**config.mk**
```make
export PLATFORM = sky130hd
export DESIGN_NAME = ext_mem_bridge
export DESIGN_NICKNAME = d
export VERILOG_FILES = /design/src/rtl/emi_pkg.sv /design/src/rtl/emi_seq.sv /design/src/rtl/emi_pins.sv /design/src/rtl/ext_mem_bridge.sv
export SDC_FILE = /design/constraint.sdc
export NUM_CORES = 1
export LEC_CHECK = 0
export ABC_AREA = 1
export BUFFER_PORTS_ARGS = -buffer_cell sky130_fd_sc_hd__buf_2
export CAP_MARGIN = 20
export CORE_MARGIN = 2
export CORE_UTILIZATION = 52
export CTS_BUF_LIST = sky130_fd_sc_hd__clkbuf_8 sky130_fd_sc_hd__clkbuf_16
export CTS_CLUSTER_DIAMETER = 100
export DETAILED_ROUTE_END_ITERATION = 16
export GPL_ROUTABILITY_DRIVEN = 0
export PLACE_DENSITY = 0.85
export SLEW_MARGIN = 10
export SYNTH_ARGS = -nofsm -noshare
export SYNTH_HDL_FRONTEND = slang
export SYNTH_SLANG_ARGS = --single-unit
```
**constraint.sdc**
```tcl
create_clock -name clk -period 2.7 [get_ports clk]
set_clock_uncertainty 0.2 [all_clocks]
set_input_delay 0.135 -clock clk [delete_from_list [all_inputs] [get_ports clk]]
set_output_delay 0.135 -clock clk [all_outputs]
set_load 0.005 [all_outputs]
```
**src/rtl/emi_pkg.sv**
```systemverilog
package emi_pkg;

  localparam int EMI_CNT_W = 4;
  localparam int EMI_AW    = 32;
  localparam int EMI_AW_MIN = 18;
  localparam int EMI_WW    = 6;

  typedef enum logic [1:0] {
    PH_IDLE   = 2'd0,
    PH_SETUP  = 2'd1,
    PH_STROBE = 2'd2,
    PH_HOLD   = 2'd3
  } phase_e;

  typedef struct packed {
    logic [EMI_CNT_W-1:0] setup;
    logic [EMI_CNT_W-1:0] strobe;
    logic [EMI_CNT_W-1:0] hold;
  } timing_t;

  // strobe phase never shorter than one clock
  function automatic logic [EMI_CNT_W-1:0] strobe_len(input logic [EMI_CNT_W-1:0] p);
    return (p == '0) ? EMI_CNT_W'(1) : p;
  endfunction

  // legal live address width
  function automatic int clamp_width(input logic [EMI_WW-1:0] w);
    int cw;
    cw = int'(w);
    if (cw < EMI_AW_MIN) cw = EMI_AW_MIN;
    if (cw > EMI_AW) cw = EMI_AW;
    return cw;
  endfunction

  // bit i set when address line i is live
  function automatic logic [EMI_AW-1:0] width_mask(input logic [EMI_WW-1:0] w);
    logic [EMI_AW-1:0] m;
    int cw;
    cw = clamp_width(w);
    for (int i = 0; i < EMI_AW; i++) m[i] = (i < cw);
    return m;
  endfunction

endpackage

```
**src/rtl/emi_seq.sv**
```systemverilog
module emi_seq
  import emi_pkg::*;
(
  input  logic    clk,
  input  logic    rst_n,
  input  logic    start,
  input  timing_t tm_in,
  output phase_e  phase,
  output logic    strobe_last,
  output logic    finish
);

  phase_e               phase_q, phase_d;
  logic [EMI_CNT_W-1:0] cnt_q, cnt_d;
  timing_t              tm_q, tm_d;

  always_comb begin
    phase_d = phase_q;
    cnt_d   = cnt_q;
    tm_d    = tm_q;
    case (phase_q)
      PH_IDLE: begin
        if (start) begin
          tm_d = tm_in;
          if (tm_in.setup != '0) begin
            phase_d = PH_SETUP;
            cnt_d   = tm_in.setup - 1'b1;
          end else begin
            phase_d = PH_STROBE;
            cnt_d   = strobe_len(tm_in.strobe) - 1'b1;
          end
        end
      end
      PH_SETUP: begin
        if (cnt_q == '0) begin
          phase_d = PH_STROBE;
          cnt_d   = strobe_len(tm_q.strobe) - 1'b1;
        end else begin
          cnt_d = cnt_q - 1'b1;
        end
      end
      PH_STROBE: begin
        if (cnt_q == '0) begin
          if (tm_q.hold != '0) begin
            phase_d = PH_HOLD;
            cnt_d   = tm_q.hold - 1'b1;
          end else begin
            phase_d = PH_IDLE;
          end
        end else begin
          cnt_d = cnt_q - 1'b1;
        end
      end
      default: begin
        if (cnt_q == '0) phase_d = PH_IDLE;
        else cnt_d = cnt_q - 1'b1;
      end
    endcase
  end

  always_ff @(posedge clk or negedge rst_n) begin
    if (!rst_n) begin
      phase_q <= PH_IDLE;
      cnt_q   <= '0;
      tm_q    <= '0;
    end else begin
      phase_q <= phase_d;
      cnt_q   <= cnt_d;
      tm_q    <= tm_d;
    end
  end

  assign phase       = phase_q;
  assign strobe_last = (phase_q == PH_STROBE) && (cnt_q == '0);
  assign finish      = (phase_q != PH_IDLE) && (phase_d == PH_IDLE);


  setup_order_chk: assert property (@(posedge clk) disable iff (!rst_n)
    (phase_q == PH_SETUP) |=> (phase_q == PH_SETUP || phase_q == PH_STROBE));


  strobe_follows_setup_chk: assert property (@(posedge clk) disable iff (!rst_n)
    (phase_q == PH_SETUP && cnt_q == '0) |=> (phase_q == PH_STROBE));


  hold_after_strobe_chk: assert property (@(posedge clk) disable iff (!rst_n)
    (phase_q == PH_HOLD) |-> ($past(phase_q) == PH_STROBE || $past(phase_q) == PH_HOLD));

endmodule

```
**src/rtl/emi_pins.sv**
```systemverilog
module emi_pins
  import emi_pkg::*;
#(
  parameter int NUM_CS = 2,
  localparam int CS_W = (NUM_CS > 1) ? $clog2(NUM_CS) : 1
) (
  input  logic              clk,
  input  logic              rst_n,
  input  phase_e            phase,
  input  logic              is_write,
  input  logic [CS_W-1:0]   cs_sel,
  input  logic [EMI_AW-1:0] addr,
  input  logic [7:0]        wdata,
  output logic [EMI_AW-1:0] mem_addr,
  output logic [NUM_CS-1:0] mem_ce_n,
  output logic              mem_oe_n,
  output logic              mem_we_n,
  output logic [7:0]        mem_dq_out,
  output logic              mem_dq_oe
);

  logic active, strobing;

  assign active   = (phase != PH_IDLE);
  assign strobing = (phase == PH_STROBE);

  for (genvar g = 0; g < NUM_CS; g++) begin : g_ce
    assign mem_ce_n[g] = !(active && (cs_sel == CS_W'(g)));
  end

  assign mem_oe_n   = !(strobing && !is_write);
  assign mem_we_n   = !(strobing && is_write);
  assign mem_dq_oe  = active && is_write;
  assign mem_dq_out = wdata;
  assign mem_addr   = addr;


  single_ce_chk: assert property (@(posedge clk) disable iff (!rst_n)
    $onehot0(~mem_ce_n));


  strobe_excl_chk: assert property (@(posedge clk) disable iff (!rst_n)
    (mem_oe_n || mem_we_n));


  drive_only_in_write_chk: assert property (@(posedge clk) disable iff (!rst_n)
    mem_dq_oe |-> (mem_oe_n && $countones(~mem_ce_n) == 1));

endmodule

```
**src/rtl/ext_mem_bridge.sv**
```systemverilog
module ext_mem_bridge
  import emi_pkg::*;
#(
  parameter int NUM_CS = 2,
  localparam int CS_W = (NUM_CS > 1) ? $clog2(NUM_CS) : 1
) (
  input  logic                 clk,
  input  logic                 rst_n,
  input  logic                 req_valid,
  input  logic                 req_write,
  input  logic [CS_W-1:0]      req_cs,
  input  logic [EMI_AW-1:0]    req_addr,
  input  logic [7:0]           req_wdata,
  output logic                 req_wait,
  output logic                 req_done,
  output logic [7:0]           req_rdata,
  input  logic [EMI_WW-1:0]    cfg_addr_lines,
  input  logic [EMI_CNT_W-1:0] cfg_rd_setup,
  input  logic [EMI_CNT_W-1:0] cfg_rd_strobe,
  input  logic [EMI_CNT_W-1:0] cfg_rd_hold,
  input  logic [EMI_CNT_W-1:0] cfg_wr_setup,
  input  logic [EMI_CNT_W-1:0] cfg_wr_strobe,
  input  logic [EMI_CNT_W-1:0] cfg_wr_hold,
  output logic [EMI_AW-1:0]    mem_addr,
  output logic [NUM_CS-1:0]    mem_ce_n,
  output logic                 mem_oe_n,
  output logic                 mem_we_n,
  output logic [7:0]           mem_dq_out,
  output logic                 mem_dq_oe,
  input  logic [7:0]           mem_dq_in
);

  phase_e            phase;
  logic              strobe_last, finish, accept;
  logic              done_q, write_q;
  logic [CS_W-1:0]   cs_q;
  logic [EMI_AW-1:0] addr_q;
  logic [7:0]        wdata_q, rdata_q;
  timing_t           tm_sel;

  assign accept = req_valid && (phase == PH_IDLE) && !done_q;
  assign tm_sel = req_write ? timing_t'{cfg_wr_setup, cfg_wr_strobe, cfg_wr_hold}
                            : timing_t'{cfg_rd_setup, cfg_rd_strobe, cfg_rd_hold};

  emi_seq u_seq (
    .clk         (clk),
    .rst_n       (rst_n),
    .start       (accept),
    .tm_in       (tm_sel),
    .phase       (phase),
    .strobe_last (strobe_last),
    .finish      (finish)
  );

  always_ff @(posedge clk or negedge rst_n) begin
    if (!rst_n) begin
      write_q <= 1'b0;
      cs_q    <= '0;
      addr_q  <= '0;
      wdata_q <= '0;
      rdata_q <= '0;
      done_q  <= 1'b0;
    end else begin
      if (accept) begin
        write_q <= req_write;
        cs_q    <= req_cs;
        addr_q  <= req_addr & width_mask(cfg_addr_lines);
        wdata_q <= req_wdata;
      end
      if (strobe_last && !write_q) rdata_q <= mem_dq_in;
      done_q <= finish;
    end
  end

  emi_pins #(.NUM_CS(NUM_CS)) u_pins (
    .clk        (clk),
    .rst_n      (rst_n),
    .phase      (phase),
    .is_write   (write_q),
    .cs_sel     (cs_q),
    .addr       (addr_q),
    .wdata      (wdata_q),
    .mem_addr   (mem_addr),
    .mem_ce_n   (mem_ce_n),
    .mem_oe_n   (mem_oe_n),
    .mem_we_n   (mem_we_n),
    .mem_dq_out (mem_dq_out),
    .mem_dq_oe  (mem_dq_oe)
  );

  assign req_done  = done_q;
  assign req_wait  = req_valid && !done_q;
  assign req_rdata = rdata_q;


  done_single_chk: assert property (@(posedge clk) disable iff (!rst_n)
    req_done |=> !req_done);


  read_capture_chk: assert property (@(posedge clk) disable iff (!rst_n)
    (strobe_last && !mem_oe_n) |=> (req_rdata == $past(mem_dq_in)));


  upper_lines_low_chk: assert property (@(posedge clk) disable iff (!rst_n)
    accept |=> ((mem_addr & ~width_mask($past(cfg_addr_lines))) == '0));


  done_after_activity_chk: assert property (@(posedge clk) disable iff (!rst_n)
    $rose(req_done) |-> ($past(mem_ce_n) != '1));

endmodule

```
# [Yosys cells after proc, flatten, opt, wreduce, memory -nomap -nowiden]
# Cells that the tools add are included.
[word_totals] reg_bits=65 inputBits=83 out_inout_bits=55 word_cells=104
[op_classes] addsub=5 magnitude_cmp=34 eq_ne=5 muxes=21 bitwise_logic=2 n_reduce_logical=27
[op_table] op="6-bit by 32-bit < comparator with 1-bit output (first input constant)" n=16
[op_table] op="5-bit by 32-bit < comparator with 1-bit output (first input constant)" n=8
[op_table] op="4-bit by 32-bit < comparator with 1-bit output (first input constant)" n=4
[op_table] op="32-bit 2-to-1 mux" n=3
[op_table] op="3-bit by 32-bit < comparator with 1-bit output (first input constant)" n=2
[op_table] op="32-bit AND" n=1
[op_table] op="32-bit by 7-bit > comparator with 1-bit output (second input constant)" n=1
[op_table] op="1-bit by 32-bit < comparator with 1-bit output (first input constant)" n=1
[op_table] op="2-bit by 32-bit < comparator with 1-bit output (first input constant)" n=1
[op_table] op="4-bit 2-to-1 mux" n=8
[op_table] op="4-bit by 1-bit subtractor with 4-bit output (second input constant)" n=5
[op_table] op="4-bit logical NOT" n=3
[op_table] op="12-bit 2-to-1 mux" n=1
[op_table] op="2-bit 2-to-1 mux" n=6
[op_table] op="4-bit one-hot mux with 3 select lines" n=1
[op_table] op="1-bit logical AND" n=11
[op_table] op="4-bit nonzero test" n=2
[op_table] op="1-bit logical NOT" n=6
[op_table] op="6-bit by 5-bit < comparator with 1-bit output (second input constant)" n=1
[op_table] op="6-bit 2-to-1 mux" n=1
[op_table] op="2-bit one-hot mux with 3 select lines" n=1
[op_table] op="2-bit logical NOT" n=2
[op_table] op="4-bit by 3-bit inequality test with 1-bit output (second input constant)" n=1
[op_table] op="3-bit inequality test (second input constant)" n=1
[op_table] op="other kinds (7)" n=7

# [Depth between registers and ports, before layout]
[logic_depth] depth_word=9 depth_mapped=14 ltp_nobuf=13

# [Modules after synthesis]
# Synthesis repeated with hierarchy kept, for this count alone.
[hier_totals] cells_unflattened=484 area_unflattened_um2=3693.5
[by_module_without_submodules] mod="ext_mem_bridge" instances=1 cells_each=282 area_each_um2=2304.7 seq_area_each_um2=1276.2
[by_module_without_submodules] mod="emi_seq" instances=1 cells_each=154 area_each_um2=1051.0 seq_area_each_um2=350.3
[by_module_without_submodules] mod="emi_pins" instances=1 cells_each=48 area_each_um2=337.8 seq_area_each_um2=0.0

# [Worst setup path after synthesis]
# Ideal clock, no wire load.
[synth_path] kind="register -> register" start="register u_seq.cnt_q[0]" end="register u_seq.cnt_q[1]" setup_time_ps=121 arrival_time_ps=1452 required_ps=2379 path_slack_ps=928 path_stages_with_launch=12 path_buffers=0 period_less_slack_ps=1772 path_cell_list="dfrtp_1 -> inv_1 -> ha_1 -> nand3_4 -> inv_4 -> nand2_1 -> nand2_1 -> nand3_1 -> o21ai_2 -> inv_1 -> nor2_1 -> nor2_1"
[synth_between] elab_chain_cells=3 word_cells_on_any_way=9 classes_between="1 x add/sub; 2 x eq/ne; 4 x mux; 2 x reduce/logical"
[synth_lines] item="start, declared" line="emi_seq.sv:14" rtl="logic [EMI_CNT_W-1:0] cnt_q, cnt_d;"
[synth_lines] item="start signal, assigned" line="emi_seq.sv:68" rtl="cnt_q <= cnt_d;"
[synth_lines] item="4-bit by 1-bit subtractor with 4-bit output or 4-bit logical NOT (tied branches)"
[synth_lines] item="4-bit 2-to-1 mux, or another cell as far along" line="emi_seq.sv:55" rtl="if (cnt_q == '0) phase_d = PH_IDLE;"
[synth_lines] item="4-bit one-hot mux with 3 select lines or 3-bit AND reduction (tied branches)"
# Several ways; a longest one is shown, not always the timed one. The select of a mux whose other input is x is not followed.
# A chain may end at the register's enable or synchronous reset.

# [Worst setup path after layout]
[layout_path] start="register u_seq.phase_q[1], in the netlist u_seq.phase[1]" end="register u_seq.tm_q[1] in the netlist's numbering"
[layout_between] elab_chain_cells=4
[layout_lines] item="start, declared" line="emi_seq.sv:13" rtl="phase_e phase_q, phase_d;"
[layout_lines] item="start signal, assigned" line="emi_seq.sv:67" rtl="phase_q <= phase_d;"
[layout_lines] item="2-bit logical NOT (*)" line="emi_seq.sv:21, ext_mem_bridge.sv:41"
[layout_lines] item="1-bit logical AND (2 in series)" line="ext_mem_bridge.sv:41" rtl="assign accept = req_valid && (phase == PH_IDLE) && !done_q;"
[layout_lines] item="2-bit AND reduction (no source line) (*)"
[layout_lines] item="end signal, assigned" line="emi_seq.sv:69" rtl="tm_q <= tm_d;"
[layout_lines] item="end, declared" line="emi_seq.sv:15" rtl="timing_t tm_q, tm_d;"
# Mark *: on every way between the ends. The rest lies on a longest branch, timed or not.

==> flow_metrics.tcl <==
set metrics [dict create \
    status "complete, no violations" \
    postCtsSetupBuffers 0 \
    netSwitchingFraction_pct 38.4 \
    period_needed_ns 2.21 \
    rows 29 \
    dp_hpwl_mm 6.24 \
    min_path_type "in -> reg" \
    reg2regPathDepth 6 \
    wl_per_cell_um 14.4 \
    r2r_slack_ns 0.49 \
    power_mw 4.64 \
    seq_power_share_pct 37.5 \
    critPathLaunchType "register" \
    path_cells "nor2_4 -> nand2_4 -> inv_2 -> nor2_1 -> a31oi_1 -> dlygate4sd3_1" \
    final_util_pct 79.6 \
    grt_pass1_wl_mm 17.0 \
    vias 3723 \
    die_w_um 85.0 \
    fin_nets 723 \
    ir_worst_vdd_v 0.000619 \
    dp_slack_ns 0.668 \
    finalMaxSlewViolations 0 \
    insertion_delay_ns 0.34 \
    pwr-share-comb_pct 42.4 \
    dr.pass1.iters 4 \
    wl_mm 10.3 \
    final.setup.worst_slack_ns 0.494 \
    ys_seq_area_share_pct 47.7 \
    grt_pass1_vias 3773 \
    reg2reg_to "u_seq.tm_q[1]" \
    p_int_mw 2.86 \
    cts-resized-gates 0 \
    worst_pin_slew_ns 0.687 \
    ant_nets 0 \
    p_clk_share_pct 20.1 \
    drc 0 \
    rsz0062_at_grt "no" \
    final_cell_mix "nand2_1 (181), buf_2 (137), dlygate4sd3_1 (67)" \
    period_share_pct 81.7 \
    drive_above_1_share_pct 31.7 \
    netlist_instances 428 \
    reg2reg_from "u_seq.phase[1]" \
    final_common_cell "nand2_1" \
    grt_max_degree 55 \
    cap_violations 0 \
    fillerInstances 376 \
    antenna_found_initial 1 \
    drt_iter0_drc 197 \
    clockBufferDepth 2 \
    syn_area_um2 3410 \
    cts_buffers 9 \
    crit_slowest_cell "dlygate4sd3_1" \
    ios 138 \
    die_y_um 85.0 \
    cts_htree_levels 3 \
    synth_cell_types 39 \
    cts_hold_buf 67 \
    fp.dieArea_um2 7220 \
    track_usage_pct 29.8 \
    vias_per_cell 5.18 \
    cts.clk_slew.worst_paths_ns 0.08 \
    crit_family "buffers and inverters" \
    synth_nets 516 \
    ys_seq_elements 65 \
    grt-ovfl-total 0 \
    worstPathMaxFanout 27 \
    slowest_delay_ns 0.57 \
    setup.worst_path.start "u_seq.phase[1]" \
    critical_path_required_ns 2.78 \
    crit_buf_inv 2 \
    endpoint_kind "register" \
    cp_data_arrival_time_ns 2.29 \
    setup_violations 0 \
    numPortBuffers 137 \
    hold_viol_final 0 \
    whs_ns 0.0430 \
    core_area_um2 6350 \
    synth_warnings 0 \
    slew_headroom_pct 54.2 \
    cts_tree "done" \
    fin_tns_setup_ns 0 \
    cts-root-buf "clkbuf_8" \
    crit_type "reg -> reg" \
    p_switching_mw 1.78 \
    avgSynthCellArea_um2 7.97 \
    path_depth 6 \
    initial_utilization_pct 53.7 \
    syn2layout_area_growth_pct 48.3 \
    setup.worst_path.end "u_seq.tm_q[1]" \
    power.density_nw_per_um2 917 \
    max_freq_ghz 0.453 \
    p_leak_nw 2.77 \
    numClockSinks 65 \
]
[layer usage]
metal  wire (um)  GRT usage, %
met1        3870          32.7
met2        5370          52.0
met3         724          9.14
met4         372          15.0
met5           0             0
[cell type report]
| class | instances | area, um^2 | share of cell area, % |
|---|---|---|---|
| antenna | 2 | 5.00 | 0.0990 |
| clock buffer | 9 | 124 | 2.45 |
| clock inverter | 7 | 100 | 1.98 |
| inverter | 38 | 150 | 2.97 |
| multi-input combinational | 314 | 1560 | 30.9 |
| sequential | 65 | 1630 | 32.2 |
| tap | 77 | 96.3 | 1.90 |
| timing repair buffer | 207 | 1390 | 27.5 |
[flip-flops by register name, summed over array words and instances (netlist names)]
register and count:
u_seq.tm_q 8, write_q 1, addr_q 32, req_rdata 8
u_seq.cnt_q 4, req_done 1, u_seq.phase 2, cs_q 1
wdata_q 8
[stage by stage]
stage	instances	instance area [um^2]
after floorplan	428	3410
after global placement	634	4160
after detailed placement	634	4160
after CTS	717	5050
after global routing	718	5050
final	719	5060
[cells in the mapped netlist]
cell,instances,share of area (%)
o21ai_2,4,1.0
inv_6,1,0.26
nor2_1,24,2.6
o21ai_1,2,0.29
buf_6,1,0.33
dfrtp_1,65,48
a22o_1,1,0.26
nand2_2,11,2.0
nor2_8,1,0.59
xnor2_1,1,0.26
nand3_1,20,2.9
nand2_1,181,20
or2_2,3,0.55
a31oi_1,5,0.92
ha_1,5,1.8
or2_0,1,0.18
nor2_4,3,0.99
nor3_1,3,0.44
clkbuf_1,5,0.55
o211ai_1,1,0.22
mux2_2,8,2.6
nor3b_1,1,0.22
a21boi_2,1,0.33
nor2_2,2,0.37
mux2i_1,1,0.29
inv_1,30,3.3
o21ai_4,1,0.48
inv_2,6,0.66
buf_12,1,0.59
nand4_1,2,0.37
nand3_4,1,0.51
o221ai_1,2,0.51
nand3b_1,2,0.44
inv_4,1,0.18
buf_2,4,0.59
nand3_2,2,0.59
a21oi_1,8,1.2
o21ai_0,15,2.2
nand2_4,2,0.66
[worst reg2reg max path: stages (launching register included)]
cell           delay [ns]
dfrtp_1              0.44
nor2_4               0.24
nand2_4              0.07
inv_2                0.36
nor2_1               0.09
a31oi_1              0.17
dlygate4sd3_1        0.57
[power by group through the flow]
stage	combinational, mW	clock (mW)	sequential (mW)
floorplan	1.07	0	1.73
global placement	1.72	0	1.72
detailed placement	1.79	0	1.72
CTS	1.92	0.951	1.72
global route	2.20	1.00	1.79
finish	1.97	0.931	1.74
[worst min-delay path by stage]
stage | start | slack, ns | depth (start not counted) | end
global route | cfg_addr_lines[5] | 0.05 | 5 | addr_q[22]
finish | cfg_addr_lines[5] | 0.04 | 5 | addr_q[22]
floorplan | rst_n | -0.36 | 0 | addr_q[0]
detailed placement | rst_n | 0.01 | 1 | u_seq.cnt_q[3]
global placement | rst_n | 0.004 | 1 | u_seq.cnt_q[3]
CTS | cfg_addr_lines[4] | 0.008 | 5 | addr_q[19]
[cells by family (layout without fill, tap and decap cells)]
kind of cell,Yosys count,count (layout),synth area share [%]
buffers and inverters,49,261,6.46
flip-flops,65,65,47.7
AO/OA/AOI/OAI,40,40,7.41
other,0,2,0
adder cells (fa/ha/maj),5,5,1.83
XOR/XNOR,1,1,0.257
AND/OR/NAND/NOR,259,259,33.4
multiplexers,9,9,2.93
(Power assumes the default switching activity.)
